## src/rtl/pw_pkg.sv

```systemverilog
package pw_pkg;
  typedef enum logic [1:0] {
    PW_IDLE = 2'd0,
    PW_DIR  = 2'd1,
    PW_TBL  = 2'd2,
    PW_RESP = 2'd3
  } pw_state_e;

  // log2 of the entry size in bytes
  localparam int unsigned ENTRY_LG = 2;
endpackage

```

## src/rtl/pw_rst_sync.sv

```systemverilog
module pw_rst_sync (
  input  logic clk_i,
  input  logic arst_ni,
  output logic rst_no
);
  logic [1:0] sync_q;

  always_ff @(posedge clk_i or negedge arst_ni) begin
    if (!arst_ni) sync_q <= 2'b00;
    else          sync_q <= {sync_q[0], 1'b1};
  end

  assign rst_no = sync_q[1];
endmodule

```

## src/rtl/pw_ctrl.sv

```systemverilog
module pw_ctrl
  import pw_pkg::*;
(
  input  logic      clk_i,
  input  logic      rst_ni,
  input  logic      req_valid_i,
  input  logic      mem_ready_i,
  input  logic      entry_valid_i,
  output pw_state_e state_o,
  output logic      accept_o,
  output logic      dir_load_o,
  output logic      res_load_o
);
  pw_state_e state_q, state_d;

  always_comb begin
    state_d    = state_q;
    accept_o   = 1'b0;
    dir_load_o = 1'b0;
    res_load_o = 1'b0;
    case (state_q)
      PW_IDLE: begin
        if (req_valid_i) begin
          accept_o = 1'b1;
          state_d  = PW_DIR;
        end
      end
      PW_DIR: begin
        if (mem_ready_i) begin
          if (entry_valid_i) begin
            dir_load_o = 1'b1;
            state_d    = PW_TBL;
          end else begin
            res_load_o = 1'b1;
            state_d    = PW_RESP;
          end
        end
      end
      PW_TBL: begin
        if (mem_ready_i) begin
          res_load_o = 1'b1;
          state_d    = PW_RESP;
        end
      end
      PW_RESP: state_d = PW_IDLE;
      default: state_d = PW_IDLE;
    endcase
  end

  always_ff @(posedge clk_i or negedge rst_ni) begin
    if (!rst_ni) state_q <= PW_IDLE;
    else         state_q <= state_d;
  end

  assign state_o = state_q;

  // the result state lasts one cycle
  assert_resp_single_R8: assert property (@(posedge clk_i) disable iff (!rst_ni)
    state_q == PW_RESP |=> state_q == PW_IDLE);

  // a read in flight keeps its state until ready
  assert_wait_holds_R5: assert property (@(posedge clk_i) disable iff (!rst_ni)
    ((state_q == PW_DIR || state_q == PW_TBL) && !mem_ready_i) |=> state_q == $past(state_q));

  // an invalid directory entry goes straight to the result
  assert_dir_abort_R6: assert property (@(posedge clk_i) disable iff (!rst_ni)
    (state_q == PW_DIR && mem_ready_i && !entry_valid_i) |=> state_q == PW_RESP);
endmodule

```

## src/rtl/pw_addr_gen.sv

```systemverilog
module pw_addr_gen #(
  parameter int unsigned ADDR_W = 32,
  parameter int unsigned OFF_W  = 12
) (
  input  logic              sel_tbl_i,
  input  logic [ADDR_W-OFF_W-1:0] base_frame_i,
  input  logic [ADDR_W-OFF_W-1:0] tbl_frame_i,
  input  logic [ADDR_W-1:0] vaddr_i,
  output logic [ADDR_W-1:0] addr_o
);
  import pw_pkg::*;

  localparam int unsigned FRAME_W = ADDR_W - OFF_W;
  localparam int unsigned IDX_W   = OFF_W - ENTRY_LG;
  localparam int unsigned TOP_W   = ADDR_W - OFF_W - IDX_W;

  logic [TOP_W-1:0]  dir_idx;
  logic [IDX_W-1:0]  tbl_idx;
  logic [ADDR_W-1:0] dir_addr;
  logic [ADDR_W-1:0] tbl_addr;

  assign dir_idx  = vaddr_i[ADDR_W-1 -: TOP_W];
  assign tbl_idx  = vaddr_i[OFF_W +: IDX_W];
  assign tbl_addr = {tbl_frame_i, tbl_idx, {ENTRY_LG{1'b0}}};

  generate
    if (TOP_W == IDX_W) begin : g_dir_concat
      assign dir_addr = {base_frame_i, dir_idx, {ENTRY_LG{1'b0}}};
    end else begin : g_dir_add
      logic [ADDR_W-1:0] base_addr;
      logic [ADDR_W-1:0] dir_off;
      assign base_addr = {base_frame_i, {OFF_W{1'b0}}};
      assign dir_off   = {{(ADDR_W-TOP_W-ENTRY_LG){1'b0}}, dir_idx, {ENTRY_LG{1'b0}}};
      assign dir_addr  = base_addr + dir_off;
    end
  endgenerate

  assign addr_o = sel_tbl_i ? tbl_addr : dir_addr;

  initial begin
    if (FRAME_W + OFF_W != ADDR_W) $display("pw_addr_gen: width mismatch");
  end
endmodule

```

## src/rtl/pw_result.sv

```systemverilog
module pw_result #(
  parameter int unsigned ADDR_W = 32,
  parameter int unsigned OFF_W  = 12
) (
  input  logic              clk_i,
  input  logic              rst_ni,
  input  logic              load_i,
  input  logic              from_tbl_i,
  input  logic              entry_valid_i,
  input  logic [ADDR_W-OFF_W-1:0] frame_i,
  input  logic [OFF_W-1:0]  offset_i,
  output logic [ADDR_W-1:0] paddr_o,
  output logic              abort_o
);
  logic [ADDR_W-1:0] paddr_q, paddr_d;
  logic              abort_q, abort_d;
  logic              hit;

  assign hit = from_tbl_i && entry_valid_i;

  always_comb begin
    paddr_d = paddr_q;
    abort_d = abort_q;
    if (load_i) begin
      paddr_d = hit ? {frame_i, offset_i} : '0;
      abort_d = !hit;
    end
  end

  always_ff @(posedge clk_i or negedge rst_ni) begin
    if (!rst_ni) begin
      paddr_q <= '0;
      abort_q <= 1'b0;
    end else begin
      paddr_q <= paddr_d;
      abort_q <= abort_d;
    end
  end

  assign paddr_o = paddr_q;
  assign abort_o = abort_q;
endmodule

```

## src/rtl/pt_walker.sv

```systemverilog
module pt_walker #(
  parameter int unsigned ADDR_W = 32,
  parameter int unsigned OFF_W  = 12
) (
  input  logic              clk_i,
  input  logic              arst_ni,
  input  logic [ADDR_W-1:0] tbase_i,
  input  logic              req_valid_i,
  input  logic [ADDR_W-1:0] req_vaddr_i,
  output logic              busy_o,
  output logic              done_o,
  output logic              abort_o,
  output logic [ADDR_W-1:0] paddr_o,
  output logic              mem_req_o,
  output logic [ADDR_W-1:0] mem_addr_o,
  input  logic              mem_ready_i,
  input  logic [ADDR_W-1:0] mem_rdata_i
);
  import pw_pkg::*;

  localparam int unsigned FRAME_W = ADDR_W - OFF_W;

  logic              rst_n;
  pw_state_e         state;
  logic              accept, dir_load, res_load;
  logic              entry_valid;
  logic [FRAME_W-1:0] entry_frame;
  logic [ADDR_W-1:0] vaddr_q, vaddr_d;
  logic [FRAME_W-1:0] base_frame_q, base_frame_d;
  logic [FRAME_W-1:0] tbl_frame_q, tbl_frame_d;
  logic              res_abort;
  logic [ADDR_W-1:0] res_paddr;
  logic              pw_unused_bits;

  assign entry_valid    = mem_rdata_i[0];
  assign entry_frame    = mem_rdata_i[ADDR_W-1 -: FRAME_W];
  assign pw_unused_bits = ^{mem_rdata_i[OFF_W-1:1], tbase_i[OFF_W-1:0]};

  pw_rst_sync i_rst_sync (
    .clk_i   (clk_i),
    .arst_ni (arst_ni),
    .rst_no  (rst_n)
  );

  pw_ctrl i_ctrl (
    .clk_i         (clk_i),
    .rst_ni        (rst_n),
    .req_valid_i   (req_valid_i),
    .mem_ready_i   (mem_ready_i),
    .entry_valid_i (entry_valid),
    .state_o       (state),
    .accept_o      (accept),
    .dir_load_o    (dir_load),
    .res_load_o    (res_load)
  );

  // capture registers, clock enables written out
  always_comb begin
    vaddr_d      = accept   ? req_vaddr_i : vaddr_q;
    base_frame_d = accept   ? tbase_i[ADDR_W-1 -: FRAME_W] : base_frame_q;
    tbl_frame_d  = dir_load ? entry_frame : tbl_frame_q;
  end

  always_ff @(posedge clk_i or negedge rst_n) begin
    if (!rst_n) begin
      vaddr_q      <= '0;
      base_frame_q <= '0;
      tbl_frame_q  <= '0;
    end else begin
      vaddr_q      <= vaddr_d;
      base_frame_q <= base_frame_d;
      tbl_frame_q  <= tbl_frame_d;
    end
  end

  pw_addr_gen #(.ADDR_W(ADDR_W), .OFF_W(OFF_W)) i_addr_gen (
    .sel_tbl_i    (state == PW_TBL),
    .base_frame_i (base_frame_q),
    .tbl_frame_i  (tbl_frame_q),
    .vaddr_i      (vaddr_q),
    .addr_o       (mem_addr_o)
  );

  pw_result #(.ADDR_W(ADDR_W), .OFF_W(OFF_W)) i_result (
    .clk_i         (clk_i),
    .rst_ni        (rst_n),
    .load_i        (res_load),
    .from_tbl_i    (state == PW_TBL),
    .entry_valid_i (entry_valid),
    .frame_i       (entry_frame),
    .offset_i      (vaddr_q[OFF_W-1:0]),
    .paddr_o       (res_paddr),
    .abort_o       (res_abort)
  );

  assign busy_o    = (state != PW_IDLE);
  assign done_o    = (state == PW_RESP);
  assign mem_req_o = (state == PW_DIR) || (state == PW_TBL);
  assign abort_o   = done_o && res_abort;
  assign paddr_o   = done_o ? res_paddr : '0;

  // address held until ready
  assert_addr_hold_R5: assert property (@(posedge clk_i) disable iff (!rst_n)
    (mem_req_o && !mem_ready_i) |=> (mem_req_o && $stable(mem_addr_o)));

  // abort carries a zero address
  assert_abort_zero_R9: assert property (@(posedge clk_i) disable iff (!rst_n)
    abort_o |-> (done_o && paddr_o == '0));

  // no memory traffic while idle
  assert_idle_quiet_R2: assert property (@(posedge clk_i) disable iff (!rst_n)
    !busy_o |-> !mem_req_o);

  // captured base does not move during a walk
  assert_base_kept_R10: assert property (@(posedge clk_i) disable iff (!rst_n)
    (busy_o && !done_o) |=> $stable(base_frame_q));
endmodule

```

## config.mk

```make
export PLATFORM = sky130hd
export DESIGN_NAME = pt_walker
export DESIGN_NICKNAME = d
export VERILOG_FILES = /design/src/rtl/pw_pkg.sv /design/src/rtl/pw_rst_sync.sv /design/src/rtl/pw_ctrl.sv /design/src/rtl/pw_addr_gen.sv /design/src/rtl/pw_result.sv /design/src/rtl/pt_walker.sv
export SDC_FILE = /design/constraint.sdc
export NUM_CORES = 1
export LEC_CHECK = 0
export ABC_CLOCK_PERIOD_IN_PS = 8800
export BUFFER_PORTS_ARGS = -buffer_cell sky130_fd_sc_hd__buf_2
export CAP_MARGIN = 25
export CELL_PAD_IN_SITES_DETAIL_PLACEMENT = 1
export CELL_PAD_IN_SITES_GLOBAL_PLACEMENT = 1
export CORE_MARGIN = 4
export CORE_UTILIZATION = 43
export CTS_BUF_LIST = sky130_fd_sc_hd__clkbuf_16
export CTS_CLUSTER_DIAMETER = 80
export DETAILED_ROUTE_END_ITERATION = 7
export HOLD_SLACK_MARGIN = 0.12
export PLACE_DENSITY_LB_ADDON = 0.08
export RECOVER_POWER = 25
export SYNTH_ARGS = -nofsm -noshare
export SYNTH_HDL_FRONTEND = slang
export SYNTH_SLANG_ARGS = --single-unit
```

## constraint.sdc

```tcl
create_clock -name clk_i -period 8.8 [get_ports clk_i]
set_input_delay 1.76 -clock clk_i [delete_from_list [all_inputs] [get_ports clk_i]]
set_output_delay 1.76 -clock clk_i [all_outputs]
set_load 0.01 [all_outputs]
```

## Word level (Yosys, flattened, before mapping)

Cells that the tools add are included.
W data, S select, Z words.

- Register bits: 109
- Input bits: 100
- Output and inout bits: 68
- Logic and storage cells: 37

- Equal/unequal tests: 6
- Multiplexer cells: 17
- Reductions and logical operators: 7

Operator list:

| cell | number |
|---|---|
| $mux W32 | 3 |
| $mux W1 | 9 |
| $pmux W2 S4 | 1 |
| $mux W2 | 3 |
| $ne A2 B2 Y1 const B | 3 |
| $eq A2 B2 Y1 const B | 2 |
| $reduce_and A3 Y1 | 1 |
| $eq A2 B1 Y1 const B | 1 |
| $logic_and A1 B1 Y1 | 2 |
| $logic_not A2 Y1 | 1 |
| $pmux W1 S2 | 1 |
| $reduce_bool A2 Y1 | 1 |
| $logic_not A1 Y1 | 1 |
| $logic_or A1 B1 Y1 | 1 |

## Logic depth before layout (Yosys ltp)

Gate-level depths: netlist of run 1.

- Depth in word-level cells: 3
- Depth in mapped cells: 6
- Depth with buffers taken out: 5

## Modules after synthesis

From an unflattened synthesis of run 1, not the netlist that was laid out.

- Cell total of the unflattened synthesis: 396
- Area, all modules: 5,307.6 sq um

Modules (own cells, without submodules):

| module | instances | cells an instance | area an instance (sq um) |
|---|---|---|---|
| pt_walker | 1 | 195 | 3,200.6 |
| pw_result | 1 | 142 | 1,338.8 |
| pw_addr_gen | 1 | 36 | 503.0 |
| pw_ctrl | 1 | 20 | 211.5 |
| pw_rst_sync | 1 | 3 | 53.8 |

## Worst setup path after synthesis of run 1

Ideal clock, no wire load.

- Path type: register to output
- Start point: reg i_ctrl.state_q[0] (netlist: i_ctrl.state_o[0])
- End point: out mem_addr_o[10]
- Arrival: 1.307 ns
- Path slack: 5.733 ns
- Stages on the path, launching flop included: 5
- Cells stage by stage: dfrtp_1 inv_1 ha_1 buf_2 mux2_1

- Cells in the longest elaborated chain, start to end: 2

RTL lines:

| element | RTL line | source |
|---|---|---|
| from (decl) | pw_ctrl.sv:14 | `pw_state_e state_q, state_d;` |
| from (signal assigned) | pw_ctrl.sv:52 | `else state_q <= state_d;` |
| $eq A2 B2 Y1 | pt_walker.sv:77 | `.sel_tbl_i (state == PW_TBL),` |
| $mux W32 | pw_addr_gen.sv:38 | `assign addr_o = sel_tbl_i ? tbl_addr : dir_addr;` |
| to (decl) | pt_walker.sv:15 | `output logic [ADDR_W-1:0] mem_addr_o,` |

Every way passes these cells.

==> run summary, run 1 <==
average vias per placed instance: 5.17
Critical-path top delay cell: clkbuf_1
FMAX: 213 MHz
Hold WC Path Type: flip-flop to flip-flop
Vias: 3,141
Layout Skew: 0.00863 ns
crit path capture type: asynchronous set/reset pin
Syn Inst Count: 325
Buf+Inv Stages, Crit Path: 1
status: complete, but fails checks
register area share after synthesis: 55.3%
I/O Buffers: 142
final slew viol count: 110
Tcrit/Tclk final: 53.3%
TNS Setup: 0 ns
Arrival @ worst endpoint: 4.42 ns
post-DR wirelength/cell: 19.0 µm
violated checks: max-capacitance violations, max-slew violations
share of cells above drive strength 1: 48.1%
synth warn: 0
core area: 0.0110 mm²
hold_buf cts: 0
die area: 0.0133 mm²
CTS tree: yes
grt ovf: 0
Critical Path RT: 8.53 ns
CP Cell Sequence: clkbuf_1
DP Cell Count: 590
CTS clk-pin slew, worst paths: 0.06 ns
Clock Tree Buf Depth: 2
gpl congestion: 0.761
Setup Viol. Count Final: 0
first-pass GRT wire length: 18,500 µm
RSZ-0062 raised after global routing: false
Detail Route Antenna Nets: 0
I/O pin total: 168
CP max stage delay: 2.37 ns
DIE WIDTH: 115 µm
syn avg cell area: 15.2 µm²
critical path's top delay family: buffers and inverters
Antenna Cells: 0
Non-Filler Instances: 608
largest net degree at the start of global routing: 61
H-tree levels: 3
DP HPWL: 7740 µm
post-synth cell types: 25
Rows: 38
antenna violations before repair: 0
Yosys reg bits: 109
vias in the first global route: 3,471
Final Hold Viols: 0
die height: 115 µm
Iter 0 DRT Violations: 117
Root Buffer: clkbuf_16
Inserted Clock Buffers: 9
Starting Density: 44.7%
Final min period: 4.69 ns
P&R area growth vs syn: 21.9%
WL final: 11,600 µm
layout net count: 570
clock sinks: 109
GR Util All Layers: 18.3%
cell area after synthesis: 0.00493 mm²
Setup crit start kind: flip-flop
post-CTS setup buffers: 0
Max-slew headroom: -116%
maximum VDD drop: 0.000175 V
# DRC: 0
slew at the pin closest to its max-slew limit: 3.23 ns
# resized after CTS: 0
Worst Path Max Fanout: 60
CP startpoint: i_rst_sync.sync_q[1]
clk_lat worst skew: 0.35 ns
P_leak: 0.00315 µW
TritonRoute pass-1 iters: 4
CP Class: flip-flop to asynchronous set/reset pin
Min-Delay Startpoint: i_rst_sync.sync_q[0]
Max Cap Violations: 2
PwrDens: 346 mW/mm²
reg-to-reg critical path startpoint: i_rst_sync.sync_q[1]
fillers: 1,134
## registers in the layout (all words and copies together), names as in the netlist
register           cells
base_frame_q          20
i_ctrl.state_o         2
i_result.abort_o       1
i_result.paddr_o      32
i_rst_sync.sync_q      2
tbl_frame_q           20
vaddr_q               32
## synth_stat cells, drive strengths merged
library cell  number  share of area, %
dfrtp            109                55
and4               1              0.18
nor2b              1              0.13
a22o              32               5.7
ha                 7               1.8
and2              33               4.2
nand2b             1              0.13
a211oi             1              0.15
o21bai             1              0.15
o211ai             2              0.41
conb               2              0.15
buf               19               3.3
inv                5              0.38
a32oi              1              0.18
a21oi              2              0.20
nand3              1              0.10
clkbuf             3              0.23
a31o               1              0.18
nand2              1              0.13
mux2             102                27
## power breakdown
group	switching (µW)	internal, µW	total (µW)
combinational	384	494	878
sequential	119	718	836
clock	177	188	365
## logic make-up after synthesis
logic type               Yosys count  share of synthesized area, %
other                              2                         0.152
buffers and inverters             27                          3.93
multiplexers                     102                          27.1
AO/OA/AOI/OAI                     40                          6.95
adder cells (fa/ha/maj)            7                          1.77
AND/OR/NAND/NOR                   38                          4.84
flip-flops                       109                          55.3
## per-stage QoR
step | power [µW] | hold slack [ns] | instance area, µm² | utilization [%] | setup WS, ns
after floorplan | 1440 | 0.331 | 4940 | - | 5.54
after global placement | 1680 | 0.340 | 5690 | 51.6 | 5.04
after detailed placement | 1720 | 0.341 | 5710 | 51.7 | 5.01
after CTS | 2100 | 0.357 | 5970 | 54.1 | 4.63
after global routing | 2230 | 0.359 | 6010 | 54.5 | 3.09
final | 2080 | 0.354 | 6010 | 54.5 | 4.11
## per-layer routing
metal / global-route usage (%) / wire length (µm) / vias up
li1: - / - / 1422
met2: 30.2 / 5630 / 92
met1: 23.8 / 5070 / 1615
met5: 0 / 0 / -
met3: 6.00 / 753 / 12
met4: 3.76 / 116 / 0
## layout by cell type (no fill, tap or decap), types with 2 or more instances in the layout
cell type / instances
inv_1: 7
ha_1: 6
buf_2: 141
conb_1: 3
clkbuf_1: 2
a22o_1: 32
dfrtp_1: 109
clkinv_1: 2
a21oi_1: 2
buf_16: 2
mux2_2: 14
clkbuf_16: 9
clkinvlp_4: 2
mux2_4: 50
mux2_1: 38
buf_4: 2
and2_1: 33
## worst paths after layout
kind | cells past startpoint | end | slack (ns)
max in group clk_i | 4 | mem_addr_o[21] | 4.67
setup reg to reg | 1 | i_result.paddr_o[9] | 4.11
hold reg to reg | 0 | i_rst_sync.sync_q[1] | 0.35
hold / removal | 0 | i_rst_sync.sync_q[1] | 0.35
min in group asynchronous | 0 | i_ctrl.state_o[0] | 0.80
setup / recovery | 1 | i_result.paddr_o[9] | 4.11
## final cells by class
| cell class | count | area [µm²] | share of cell area (%) |
|---|---|---|---|
| Multi-Input combinational cell | 190 | 2030 | 33.8 |
| Sequential cell | 109 | 2730 | 45.4 |
| Clock inverter | 7 | 35.0 | 0.583 |
| Clock buffer | 9 | 225 | 3.75 |
| Tap cell | 140 | 175 | 2.91 |
| Timing Repair Buffer | 148 | 798 | 13.3 |
| Inverter | 5 | 18.8 | 0.312 |
No activity file was read; power rests on OpenSTA's default activity.
==> run 2, diff against run 1 <==
- ABC_CLOCK_PERIOD_IN_PS: 8800 -> 3800
- CORE_UTILIZATION: 43 -> 36
- clock period: 8.8 -> 3.8 ns (I/O delays scaled with it)
==> run 2 against run 1 <==
Non-clock buffer count up 3. Largest cell class unchanged. Combinational power up 130%. Final area up 2.0%. Critical endpoint is now mem_addr_o[15]. Worst setup slack worse by 3.3 ns. Clock skew down 0.0021 ns. The run still ends with max-capacitance violations, max-slew violations left. Sequential power up 130%. Routed wire length up 1.5%. Via count down 0.73%.
==> run summary, run 2 (synthesized netlist as in run 1, its figures left out) <==
I/O pin total: 168
RSZ-0062 raised after global routing: false
final slew viol count: 41
TNS Setup: 0 ns
post-CTS setup buffers: 0
Pint: 3380 µW
Iter 0 DRT Violations: 153
clock network fraction of total power: 20.1%
core area: 0.0133 mm²
vias in the first global route: 3,533
Reg power frac: 39.1%
antenna violations before repair: 2
# DRC: 0
violated checks: max-capacitance violations, max-slew violations
fillers: 1,387
P_leak: 0.00319 µW
grt ovf: 0
die area: 0.0156 mm²
worst r2r path cells: 5
P_sw: 1570 µW
Arrival @ worst endpoint: 2.24 ns
post-DR wirelength/cell: 18.1 µm
Final Hold Viols: 0
CP Class: flip-flop to output port
Worst Path Max Fanout: 14
gpl congestion: 0.723
CTS clk-pin slew, worst paths: 0.07 ns
maximum VDD drop: 0.000353 V
Root Buffer: clkbuf_16
first-pass GRT wire length: 19,400 µm
die height: 125 µm
DIE WIDTH: 125 µm
Layout Skew: 0.00653 ns
slew at the pin closest to its max-slew limit: 1.64 ns
Final min period: 3.00 ns
DP HPWL: 8090 µm
Hold WC Path Type: primary input to asynchronous set/reset pin
area occupied by multi-input gates: 0.00203 mm²
largest net degree at the start of global routing: 53
Inserted Clock Buffers: 9
Clock Tree Buf Depth: 2
H-tree levels: 3
Max Cap Violations: 1
P&R area growth vs syn: 24.3%
Tcrit/Tclk final: 78.9%
Setup crit start kind: flip-flop
I/O Buffers: 142
Starting Density: 37.0%
Detail Route Antenna Nets: 0
crit path capture type: output port
Vias: 3,118
TritonRoute pass-1 iters: 4
clk_lat worst skew: 0.35 ns
PwrDens: 808 mW/mm²
Rows: 42
hold_buf cts: 0
status: complete, but fails checks
leading cell type in the layout, fill and taps excluded: buf_2
Setup Viol. Count Final: 0
layout net count: 573
Comb pwr share: 40.8%
Max-slew headroom: -9.34%
share of cells above drive strength 1: 49.3%
Critical Path RT: 3.04 ns
Sequential Area: 0.00273 mm²
Switching Fraction: 31.7%
clock sinks: 109
GR Util All Layers: 15.5%
most frequent cells in the layout: 141 x buf_2, 109 x dfrtp_1, 50 x mux2_4
Non-Filler Instances: 648
# resized after CTS: 0
CTS tree: yes
FMAX: 334 MHz
DP Cell Count: 629
average vias per placed instance: 4.81
WL final: 11,700 µm
## run 2: cell types whose count changed in the layout (fill, tap and decap cells not counted), sizes merged
cell / change
buf: +3
bufinv: +2
clkinv: +1
clkinvlp: -1
diode: +1
inv: -2
## run 2: power groups by stage
stage	clock, µW	sequential [µW]	combinational, µW
floorplan	0	1870	1470
global placement	0	1920	2010
detailed placement	0	1950	2040
CTS	1040	1940	2050
global route	1090	2010	2200
finish	997	1930	2020
## run 2: critical path: stages (launching register included)
cell and delay, ns:
dfrtp_1 0.42, inv_1 0.20, ha_2 0.50, buf_4 0.27, mux2_2 0.35, buf_2 0.14
## run 2: cell type report
cell class                      instances  area share (%)
Tap cell                              176            3.59
Antenna cell                            1          0.0408
Timing Repair Buffer                  151            13.3
Clock inverter                          7            1.47
Multi-Input combinational cell        190            33.2
Clock buffer                            9            3.67
Inverter                                5           0.306
Sequential cell                       109            44.5
## run 2: final timing paths
| path | startpoint | to | slack (ns) |
|---|---|---|---|
| min reg2reg | i_rst_sync.sync_q[0] | i_rst_sync.sync_q[1] | 0.35 |
| min in group clk_i | i_rst_sync.sync_q[0] | i_rst_sync.sync_q[1] | 0.35 |
| max in group asynchronous | i_rst_sync.sync_q[1] | i_result.paddr_o[16] | 1.57 |
| max | i_ctrl.state_o[0] | mem_addr_o[15] | 0.80 |
| max reg2reg | i_ctrl.state_o[1] | tbl_frame_q[11] | 1.48 |
| min | arst_ni | i_rst_sync.sync_q[0] | 0.18 |
## run 2: per-stage QoR
step	util, %	hold slack, ns	setup slack, ns	cell area, µm²	total power (µW)
2_1_floorplan	-	0.331	0.539	4940	3340
3_3_place_gp	43.2	0.339	1.15	5770	3930
3_5_place_dp	43.2	0.338	1.16	5770	3990
4_1_cts	45.6	0.165	0.755	6080	5030
6_report	45.9	0.184	0.802	6130	4950
5_1_grt	45.9	0.168	0.669	6130	5300
## run 2: per-layer routing
layer | global-route usage [%] | vias up | share of wire, %
met5 | 0 | - | 0.077
met4 | 5.04 | 2 | 1.5
met3 | 4.99 | 13 | 5.7
met2 | 25.1 | 83 | 48
met1 | 19.8 | 1590 | 44
li1 | - | 1430 | -
==> run 3, diff against run 2 <==
- ABC_CLOCK_PERIOD_IN_PS: 3800 -> 3000
- CORE_UTILIZATION: 36 -> 40
- clock period: 3.8 -> 3 ns (I/O delays scaled with it)
==> run 3 against run 2 <==
The run still ends with max-capacitance violations, max-slew violations left. Clock-buffer cell count did not move. Register-to-register slack got worse by 0.74 ns. Die area decreased by 9.4%. Combinational power increased by 27%. Routed wire length down 3.0%.
==> run summary, run 3 (synthesized netlist as in run 1, its figures left out) <==
status: complete, but fails checks
violated checks: max-capacitance violations, max-slew violations
TNS Setup: 0 ns
Clock Tree Buf Depth: 2
Hold WC Path Type: flip-flop to flip-flop
Arrival @ worst endpoint: 2.15 ns
maximum VDD drop: 0.000381 V
Inserted Clock Buffers: 9
Starting Density: 40.9%
Max-slew headroom: -5.13%
P_leak: 0.00318 µW
CTS clk-pin slew, worst paths: 0.07 ns
antenna violations before repair: 0
slew at the pin closest to its max-slew limit: 1.58 ns
clock sinks: 109
Detail Route Antenna Nets: 0
post-DR wirelength/cell: 17.8 µm
WL final: 11,400 µm
I/O pin total: 168
Iter 0 DRT Violations: 101
I/O Buffers: 142
layout net count: 575
DIE WIDTH: 119 µm
crit path capture type: output port
CP max stage delay: 0.44 ns
Finished Core Util: 50.6%
Antenna Cells: 0
Rows: 40
RSZ-0062 raised after global routing: false
P&R area growth vs syn: 23.6%
core area: 0.0121 mm²
DP HPWL: 7900 µm
post-CTS setup buffers: 0
leading cell type in the layout, fill and taps excluded: buf_2
die height: 119 µm
Vias: 3,114
most frequent cells in the layout: 141 x buf_2, 109 x dfrtp_1, 50 x mux2_4
TritonRoute pass-1 iters: 4
Max Cap Violations: 1
Root Buffer: clkbuf_16
CP Cell Sequence: inv_1 -> ha_1 -> buf_12 -> mux2_2 -> buf_2
die area: 0.0142 mm²
clk_lat worst skew: 0.35 ns
average vias per placed instance: 4.86
final slew viol count: 40
Buf+Inv Stages, Crit Path: 3
grt ovf: 0
vias in the first global route: 3,429
gpl congestion: 0.735
first-pass GRT wire length: 18,400 µm
largest net degree at the start of global routing: 40
GR Util All Layers: 16.6%
Critical Path RT: 2.40 ns
critical path's top delay family: buffers and inverters
CP Class: flip-flop to output port
Layout Skew: 0.00681 ns
Tcrit/Tclk final: 91.8%
Critical-path top delay cell: ha_1
share of cells above drive strength 1: 48.4%
CTS tree: yes
FMAX: 363 MHz
# DRC: 0
Final Hold Viols: 0
Worst Path Max Fanout: 24
PwrDens: 1010 mW/mm²
Final min period: 2.75 ns
Setup Viol. Count Final: 0
Setup crit start kind: flip-flop
H-tree levels: 3
-- run 3: changes by cell type in the layout (fill, tap and decap cells not counted), sizes merged --
cell,delta
bufinv,-1
inv,+1
buf,+1
dlygate4sd3,+1
diode,-1
-- run 3: repair_timing --
| item | 4_1_cts | 5_1_grt |
|---|---|---|
| hold endpoints to repair | 2 | 0 |
| hold buffers | 1 | 0 |
| endpoints found under the setup margin | 0 | 0 |
| resized for setup | 0 | 0 |
-- run 3: area by class of cell --
type                    instances  area [µm²]
clock buffers                   9         225
clock inverters                 7        57.6
fillers                      1266        5960
inverters                       5        18.8
multi-input cells             190        2030
flip-flops and latches        109        2730
well taps                     168         210
repair buffers                153         830
-- run 3: path summary, 6_finish.rpt --
check | startpoint | endpoint | slack [ns] | cells past startpoint
worst min register to register | i_rst_sync.sync_q[0] | i_rst_sync.sync_q[1] | 0.35 | 0
worst max register to register | i_rst_sync.sync_q[1] | i_result.paddr_o[17] | 0.74 | 1
worst min-delay path | i_rst_sync.sync_q[0] | i_rst_sync.sync_q[1] | 0.35 | 0
max in group asynchronous | i_rst_sync.sync_q[1] | i_result.paddr_o[17] | 0.74 | 1
worst max-delay path | i_ctrl.state_o[0] | mem_addr_o[17] | 0.25 | 5
min in group asynchronous | arst_ni | i_rst_sync.sync_q[1] | 0.56 | 2
-- run 3: metrics by stage --
step / power [µW] / hold WS (ns) / std cells / area (µm²) / setup WS [ns]
finish: 6150 / 0.352 / 641 / 6100 / 0.246
global placement: 5000 / 0.323 / 624 / 5810 / 0.597
CTS: 6280 / 0.333 / 641 / 6110 / 0.177
detailed placement: 5080 / 0.326 / 624 / 5810 / 0.572
floorplan: 4230 / 0.304 / 326 / 4940 / 1.09
global route: 6580 / 0.372 / 641 / 6100 / 0.0859
-- run 3: layer usage --
metal,global-route usage (%),part of all wire (%),up-vias
li1,-,-,1428
met4,3.91,0.91,0
met2,26.9,47,88
met3,6.27,5.6,8
met5,0,0,-
met1,21.3,46,1590
-- run 3: power by group --
group	internal [µW]	switching (µW)
Combinational	1460	1110
Sequential	2100	339
Clock	634	511
Total	4190	1960
